`src/rtl/sdclk_pkg.sv`:
```
package sdclk_pkg;
  localparam int CTRL_W    = 10;
  localparam int HSTOP_BIT = 9;
  localparam int CSTOP_BIT = 8;
  localparam int SRC_LSB   = 2;
  localparam int SRC_W     = 3;
  localparam int FIN_LSB   = 0;
  localparam int FIN_W     = 2;
  localparam logic [CTRL_W-1:0] CTRL_MASK  = 10'h31F;
  localparam logic [CTRL_W-1:0] CTRL_RESET = 10'h300;

  typedef struct packed {
    logic             hstop;
    logic             cstop;
    logic [SRC_W-1:0] src;
    logic [FIN_W-1:0] fin;
  } sd_cfg_t;

  function automatic sd_cfg_t unpack_cfg(input logic [CTRL_W-1:0] r);
    sd_cfg_t c;
    c.hstop = r[HSTOP_BIT];
    c.cstop = r[CSTOP_BIT];
    c.src   = r[SRC_LSB +: SRC_W];
    c.fin   = r[FIN_LSB +: FIN_W];
    return c;
  endfunction
endpackage

```
`src/rtl/sdclk_ctrl_reg.sv`:
```
module sdclk_ctrl_reg
  import sdclk_pkg::*;
(
  input  logic              clk,
  input  logic              rst,
  input  logic              wr_en,
  input  logic [CTRL_W-1:0] wr_data,
  output logic [CTRL_W-1:0] ctrl_q
);
  always_ff @(posedge clk) begin
    if (rst)        ctrl_q <= CTRL_RESET;
    else if (wr_en) ctrl_q <= wr_data & CTRL_MASK;
  end
endmodule

```
`src/rtl/sdclk_stage.sv`:
```
module sdclk_stage #(
  parameter int DIV_W = 5
) (
  input  logic             clk,
  input  logic             rst,
  input  logic             adv,
  input  logic [DIV_W-1:0] limit,
  output logic             tick,
  output logic [DIV_W-1:0] cnt
);
  logic [DIV_W-1:0] cnt_q;

  assign tick = adv && (cnt_q == (limit - DIV_W'(1)));
  assign cnt  = cnt_q;

  always_ff @(posedge clk) begin
    if (rst)       cnt_q <= '0;
    else if (tick) cnt_q <= '0;
    else if (adv)  cnt_q <= cnt_q + DIV_W'(1);
  end
endmodule

```
`src/rtl/sdclk_gate.sv`:
```
module sdclk_gate (
  input  logic clk,
  input  logic rst,
  input  logic boundary,
  input  logic stop,
  output logic ce
);
  logic run_q;

  always_ff @(posedge clk) begin
    if (rst) begin
      run_q <= 1'b0;
      ce    <= 1'b0;
    end else begin
      ce <= boundary & run_q;
      if (boundary) run_q <= ~stop;
    end
  end
endmodule

```
`src/rtl/sdclk_div.sv`:
```
module sdclk_div
  import sdclk_pkg::*;
#(
  parameter int SRC_MAX_LOG2 = 4,
  parameter int FIN_LO       = 2,
  parameter int FIN_HI       = 4
) (
  input  logic              clk,
  input  logic              rst,
  input  logic              wr_en,
  input  logic [CTRL_W-1:0] wr_data,
  output logic [CTRL_W-1:0] rd_data,
  output logic              host_ce,
  output logic              card_ce,
  output logic              running
);
  localparam int SRC_DIV_W = SRC_MAX_LOG2 + 1;
  localparam int FIN_DIV_W = $clog2(FIN_HI) + 1;
  localparam int N_OUT     = 2;

  logic [CTRL_W-1:0]    ctrl_q;
  sd_cfg_t              cfg;
  logic [SRC_W-1:0]     act_src;
  logic [FIN_W-1:0]     act_fin;
  logic [SRC_W-1:0]     src_exp;
  logic [SRC_DIV_W-1:0] src_div;
  logic [FIN_DIV_W-1:0] fin_div;
  logic [SRC_DIV_W-1:0] src_cnt;
  logic [FIN_DIV_W-1:0] fin_cnt;
  logic                 src_tick;
  logic                 fin_tick;
  logic [N_OUT-1:0]     bnd;
  logic [N_OUT-1:0]     stp;
  logic [N_OUT-1:0]     ce_vec;

  sdclk_ctrl_reg u_reg (
    .clk(clk), .rst(rst), .wr_en(wr_en), .wr_data(wr_data), .ctrl_q(ctrl_q)
  );

  assign cfg     = unpack_cfg(ctrl_q);
  assign rd_data = ctrl_q;

  // Active codes only change when a card period ends.
  always_ff @(posedge clk) begin
    if (rst) begin
      act_src <= '0;
      act_fin <= '0;
    end else if (fin_tick) begin
      act_src <= cfg.src;
      act_fin <= cfg.fin;
    end
  end

  always_comb begin
    src_exp = (act_src > SRC_W'(SRC_MAX_LOG2)) ? SRC_W'(SRC_MAX_LOG2) : act_src;
    src_div = SRC_DIV_W'(1) << src_exp;
    fin_div = (act_fin == '0) ? FIN_DIV_W'(FIN_LO) : FIN_DIV_W'(FIN_HI);
  end

  sdclk_stage #(.DIV_W(SRC_DIV_W)) u_src (
    .clk(clk), .rst(rst), .adv(1'b1), .limit(src_div),
    .tick(src_tick), .cnt(src_cnt)
  );

  sdclk_stage #(.DIV_W(FIN_DIV_W)) u_fin (
    .clk(clk), .rst(rst), .adv(src_tick), .limit(fin_div),
    .tick(fin_tick), .cnt(fin_cnt)
  );

  assign bnd = {fin_tick, src_tick};
  assign stp = {cfg.cstop, cfg.hstop};

  generate
    for (genvar g = 0; g < N_OUT; g++) begin : g_gate
      sdclk_gate u_gate (
        .clk(clk), .rst(rst), .boundary(bnd[g]), .stop(stp[g]), .ce(ce_vec[g])
      );
    end
  endgenerate

  assign host_ce = ce_vec[0];
  assign card_ce = ce_vec[1];

  always_ff @(posedge clk) begin
    if (rst) running <= 1'b0;
    else     running <= ~cfg.hstop & ~cfg.cstop;
  end
endmodule

```
`config.mk`:
```
export PLATFORM = sky130hd
export DESIGN_NAME = sdclk_div
export DESIGN_NICKNAME = d
export VERILOG_FILES = /design/src/rtl/sdclk_pkg.sv /design/src/rtl/sdclk_ctrl_reg.sv /design/src/rtl/sdclk_stage.sv /design/src/rtl/sdclk_gate.sv /design/src/rtl/sdclk_div.sv
export SDC_FILE = /design/constraint.sdc
export NUM_CORES = 1
export LEC_CHECK = 0
export BUFFER_PORTS_ARGS = -buffer_cell sky130_fd_sc_hd__buf_2
export CORE_ASPECT_RATIO = 1.2
export CORE_UTILIZATION = 25
export DETAILED_ROUTE_END_ITERATION = 12
export SLEW_MARGIN = 20
export SYNTH_ARGS = -nofsm -noshare
export SYNTH_HDL_FRONTEND = slang
export SYNTH_SLANG_ARGS = --single-unit
```
`constraint.sdc`:
```
create_clock -name clk -period 3.17 [get_ports clk]
set_input_delay 0.4755 -clock clk [delete_from_list [all_inputs] [get_ports clk]]
set_output_delay 0.4755 -clock clk [all_outputs]
set_load 0.05 [all_outputs]
```
Word-level counts from Yosys, hierarchy flattened
Index checks and enable logic that the tools add are counted.

cells by class
  $add $sub $neg = 4
  $lt $le $gt $ge = 1
  eq/ne operators = 2
  shift-type cells = 1
  muxes and demuxes = 2
  bitwise operators = 5
  reductions and logical operators = 4

operator list
  kind                                               count
  2-to-1 mux 3 bit                                   2
  adder 5 x 1 -> 5 bit (second input constant)       1
  equality test 5 bit                                1
  left shift 1 x 3 -> 5 bit (first input constant)   1
  subtractor 5 x 1 -> 5 bit (second input constant)  1
  OR reduction 2 bit                                 2
  adder 3 x 1 -> 3 bit (second input constant)       1
  bitwise AND 1 bit                                  3
  equality test 3 bit                                1
  > comparator 3 bit (second input constant)         1
  subtractor 3 x 1 -> 3 bit (second input constant)  1
  zero test 2 bit                                    1
  inverter 1 bit                                     2
  logical AND 1 bit                                  1

storage, ports and cells
  bits in registers = 25
  input bits = 13

Logic depth before layout (Yosys ltp)
  depth in word-level cells = 7
  mapped depth = 4

Cells and area by module
A second synthesis with hierarchy kept.

second synthesis, totals
  cells, all modules = 122
  area, all modules = 1223.7 um2

modules (own cells, without submodules)
  module                instances  cells each  area each (um2)  seq. area each (um2)
  sdclk_stage at u_src  1          39          384.1            100.1
  sdclk_ctrl_reg        1          26          276.5            140.1
  sdclk_div             1          27          255.2            120.1
  sdclk_stage at u_fin  1          18          190.2            60.1
  sdclk_gate            2          6           58.8             40.0

Worst setup path before layout
No wires, ideal clock.

  kind = reg-to-reg
  from = register act_src[2]
  to = register g_gate[1].u_gate.run_q
  library setup time = 0.121 ns
  arrival time = 1.735 ns
  required time = 3.049 ns
  path slack = 1.313 ns
  stages on the path, launching flop included = 5
  clock period less this slack = 1.857 ns
  cell sequence = dfxtp_1 > or4_1 > a2bb2oi_2 > a211oi_4 > mux2_4

on the way
  word-level cells in the longest chain between the ends = 6

RTL lines
  what                           RTL line           text
  start: declaration             sdclk_div.sv:23    logic [SRC_W-1:0] act_src;
  start signal: assignment       sdclk_div.sv:49    act_src <= cfg.src;
  > comparator 3 bit             sdclk_div.sv:55    src_exp = (act_src > SRC_W'(SRC_MAX_LOG2)) ? SRC_W'(SRC_MAX_LOG2) : act_src;
  2-to-1 mux 3 bit (*)           sdclk_div.sv:55
  left shift 1 x 3 -> 5 bit (*)  sdclk_div.sv:56    src_div = SRC_DIV_W'(1) << src_exp;
  subtractor 5 x 1 -> 5 bit (*)  sdclk_stage.sv:13  assign tick = adv && (cnt_q == (limit - DIV_W'(1)));
  equality test 5 bit (*)        sdclk_stage.sv:13
  logical AND 1 bit (*)          sdclk_stage.sv:13
  end signal: assignment         sdclk_gate.sv:16   if (boundary) run_q <= ~stop;
  end: declaration               sdclk_gate.sv:8    logic run_q;

Mark *: on every way between the ends. The rest lies on a longest branch, timed or not.
A chain may end at the register's enable or synchronous reset.

Worst setup path in the final report
  from = register act_src[2]
  to = register u_fin.cnt_q[0], in the netlist u_fin.cnt[0]

on the way
  word-level cells in the longest chain between the ends = 7

RTL lines
  what                           RTL line           text
  > comparator 3 bit             sdclk_div.sv:55
  2-to-1 mux 3 bit (*)           sdclk_div.sv:55
  left shift 1 x 3 -> 5 bit (*)  sdclk_div.sv:56
  subtractor 5 x 1 -> 5 bit (*)  sdclk_stage.sv:13
  equality test 5 bit (*)        sdclk_stage.sv:13
  logical AND 1 bit              sdclk_stage.sv:13
  OR reduction 2 bit (no line)   --
  end signal: assignment         sdclk_stage.sv:19  else if (adv) cnt_q <= cnt_q + DIV_W'(1);
  end: declaration               sdclk_stage.sv:11  logic [DIV_W-1:0] cnt_q;

Marks and branches as above.

==> impl_metrics.csv <==
group,metric,value,unit
run_status,status,"completed",
sta,max-slew-margin-rel,58.2,%
synth,ys_top_cells_by_area,"sky130_fd_sc_hd__dfxtp_1 44%, sky130_fd_sc_hd__mux2i_1 10%, sky130_fd_sc_hd__nand2b_1 6.0%, sky130_fd_sc_hd__buf_4 3.3%, sky130_fd_sc_hd__nor2b_1 3.3%",
critical_path,r2r-start,"act_src[2]",
placement,dpl.cell_count,181,
synth,synth_largest_area_cell,"sky130_fd_sc_hd__dfxtp_1",
power,p_leak,0.551,nW
sta,finalWorstPathRequiredPeriod,2.02,ns
job,timing.max_cap.violations,0,
detailed_routing,dr_total_vias,800,
cts,cts_made_buffers,3,
global_route,grt_pass1_vias,775,
sta,slew_violations,0,
global_route,grt_pass1_wl,3250,um
critical_path,crit_start,"act_src[2]",
finish,n_fill_cell,445,
critical_path,critical_path_required,3.33,ns
finish,multi_input_comb_area,597,um^2
detailed_routing,route.final.wire_length,1870,um
detailed_routing,wl_per_cell,10.1,um
floorplan,fp.coreArea,4330,um^2
finish,final_cell_count_no_fill,185,
critical_path,cp_max_fo,10,
critical_path,reg2reg_setup_slack,1.15,ns
cts,ctsRootBufferMaster,"sky130_fd_sc_hd__clkbuf_8",
finish,diodes,0,
synth,post_synth_edffs,0,
sta,hold_violations,0,
hold_path,hold-path-cell-count,2,
floorplan,dieArea,4860,um^2
critical_path,arrival,2.18,ns
power,pwr_density_cell,666,nW/um^2
hold_path,min_delay_path_class,"input port to register",
detailed_routing,detail-route-antenna-nets,0,
floorplan,fp.dieW,63.8,um
finish,area.growth.synth_to_final,14.5,%
sta,skew,0.00382,ns
cts,tritoncts_clock_tree,"done",
floorplan,initial_core_util,26.5,%
synth,synth_cells,113,
cts,clock_latency,0.26,ns
finish,drive_above_1_share,24.8,%
synth,sequential_element_share_of_the_synthesized_area,43.7,%
synth,async_reset_ff_share,0,%
cts,cts-htree-levels,1,
sta,grt_setup_unrepaired,"false",
detailed_routing,route.detailed.vias_per_inst,4.32,
global_route,globalRouteOverflowTotal,0,
placement,hpwl,1330,um
critical_path,timing.setup.critical_path_class,"register to register",
floorplan,ioPinCount,26,
synth,synth_top_area_share,43.7,%
critical_path,crit_path_end,"u_fin.cnt[0]",
sta,timing.setup.tns,0,ns
finish,layout.area.seq,500,um^2
synth,register_bit_count_reported_by_yosys,25,
synth,yosysUniqueCellTypes,33,
critical_path,critical_path.startpoint_type,"register",
sta,fmaxAchievable,495,MHz
cts,cts_hold_buf,0,
placement,gpl.final_weighted_congestion,0.715,
detailed_routing,initial_detailed_routing_violation_count,7,
sta,post-route-worst-setup-slack,1.15,ns
global_route,maximum_number_of_pins_on_one_net_before_global_route_repair,36,
cts,postCtsResizedCells,0,
critical_path,reg2reg_to,"u_fin.cnt[0]",
cts,clk_pin_slew_worst_paths,0.08,ns
floorplan,std_cell_rows,26,
finish,post-route-util,30.3,%
finish,nNetsFinal,145,
placement,numPortBuffers,19,
synth,syn_area_per_cell,10.1,um^2
detailed_routing,drt_pass1_iterations,4,
power,peakVddDrop,0.274,mV
cts,clkSinkCount,25,
cts,post-cts-setup-buffers,0,
critical_path,worst-r2r-cell-count,4,
sta,slew_at_the_pin_closest_to_its_max_slew_limit,0.620,ns
sta,min_period_over_period,63.7,%
sta,report.final.setup_viol,0,
detailed_routing,drt_drc_violations_left,0,
synth,synth-warning-count,0,
global_route,initial_antenna_violation_count,0,
power,design_power_total,0.874,mW
global_route,groute.usage.overall,8.19,%
synth,synth_top_cells_by_count,"25 x sky130_fd_sc_hd__dfxtp_1, 12 x sky130_fd_sc_hd__mux2i_1, 11 x sky130_fd_sc_hd__nand2b_1, 9 x sky130_fd_sc_hd__nor2_1, 7 x sky130_fd_sc_hd__nor3_1",
synth,ys_dominant_reg_cell,"sky130_fd_sc_hd__dfxtp_1",
synth,leading_cell_type_by_number_of_instances_after_synthesis,"sky130_fd_sc_hd__dfxtp_1",
floorplan,die_y,76.2,um
critical_path,end_kind,"register",
placement,detailedPlace.worstSlack,1.15,ns
synth,mappedNetlistArea,1150,um^2
cts,max_root_sink_buffers,2,
worst min path at each step:
stage	startpoint	slack, ns	end
floorplan	u_reg.ctrl_q[9]	0.44	running
global placement	u_reg.ctrl_q[9]	0.46	running
detailed placement	u_reg.ctrl_q[8]	0.46	running
CTS	wr_data[8]	0.42	u_reg.ctrl_q[8]
global route	wr_data[8]	0.41	u_reg.ctrl_q[8]
finish	wr_data[8]	0.42	u_reg.ctrl_q[8]
cell usage in the layout, fill, tap and decap left out, types with 3 or more instances in the layout:
| cell | netlist | final |
|---|---|---|
| sky130_fd_sc_hd__clkbuf_8 | 0 | 3 |
| sky130_fd_sc_hd__nand2b_1 | 11 | 11 |
| sky130_fd_sc_hd__dfxtp_1 | 25 | 25 |
| sky130_fd_sc_hd__nand3_1 | 3 | 3 |
| sky130_fd_sc_hd__conb_1 | 1 | 3 |
| sky130_fd_sc_hd__buf_2 | 0 | 19 |
| sky130_fd_sc_hd__mux2i_1 | 12 | 12 |
| sky130_fd_sc_hd__nor3_1 | 7 | 7 |
| sky130_fd_sc_hd__xor2_1 | 3 | 3 |
| sky130_fd_sc_hd__nor2b_1 | 6 | 6 |
| sky130_fd_sc_hd__nor2_1 | 9 | 9 |
per-layer routing:
layer | vias to the layer above | GRT usage, % | part of all wire (%)
li1 | 408 | - | -
met1 | 371 | 9.48 | 45
met2 | 19 | 14.5 | 51
met3 | 2 | 1.50 | 2.9
met4 | 0 | 3.41 | 0.91
met5 | - | 0 | 0
flip-flops by register name, indices dropped and copies added, names as in the netlist:
name,count
u_reg.ctrl_q,7
g_gate.u_gate.ce,2
running,1
act_src,3
u_src.cnt,5
g_gate.u_gate.run_q,2
u_fin.cnt,3
act_fin,2
stage by stage:
stage,instance area (um^2),hold WS (ns)
2_1_floorplan,1150,0.437
3_3_place_gp,1270,0.457
3_5_place_dp,1270,0.463
4_1_cts,1310,0.417
5_1_grt,1310,0.409
6_report,1310,0.420
cell families (layout without fill, tap and decap cells):
group / after synthesis / after routing / synth area share [%]
and+or+nand+nor: 45 / 45 / 23.0
DFF: 25 / 25 / 43.7
muxes: 15 / 15 / 13.8
AOI/OAI and AO/OA: 10 / 10 / 8.30
buffers and inverters: 10 / 24 / 4.91
xor gates and xnor gates: 5 / 5 / 3.82
adders and majority gates: 2 / 2 / 2.18
other: 1 / 3 / 0.327
final cells by class:
cell class	count	area share [%]
multi-input combinational	80	45.5
sequential	25	38.1
timing repair buffer	19	7.24
tap	56	5.34
clock buffer	3	3.15
clock inverter	1	0.381
inverter	1	0.286
critical path: stages (launching register included):
cell                        delay [ns]
sky130_fd_sc_hd__dfxtp_1          0.36
sky130_fd_sc_hd__or4_1            0.54
sky130_fd_sc_hd__a2bb2oi_2        0.18
sky130_fd_sc_hd__a21oi_2          0.44
sky130_fd_sc_hd__mux2_2           0.39
where the power goes:
part	total (mW)	internal, mW	switching (mW)	leakage, nW
Sequential	0.390	0.353	0.0361	0.204
Combinational	0.303	0.132	0.171	0.322
Clock	0.182	0.0877	0.0946	0.0255
Power figures use the tool's default switching activity.
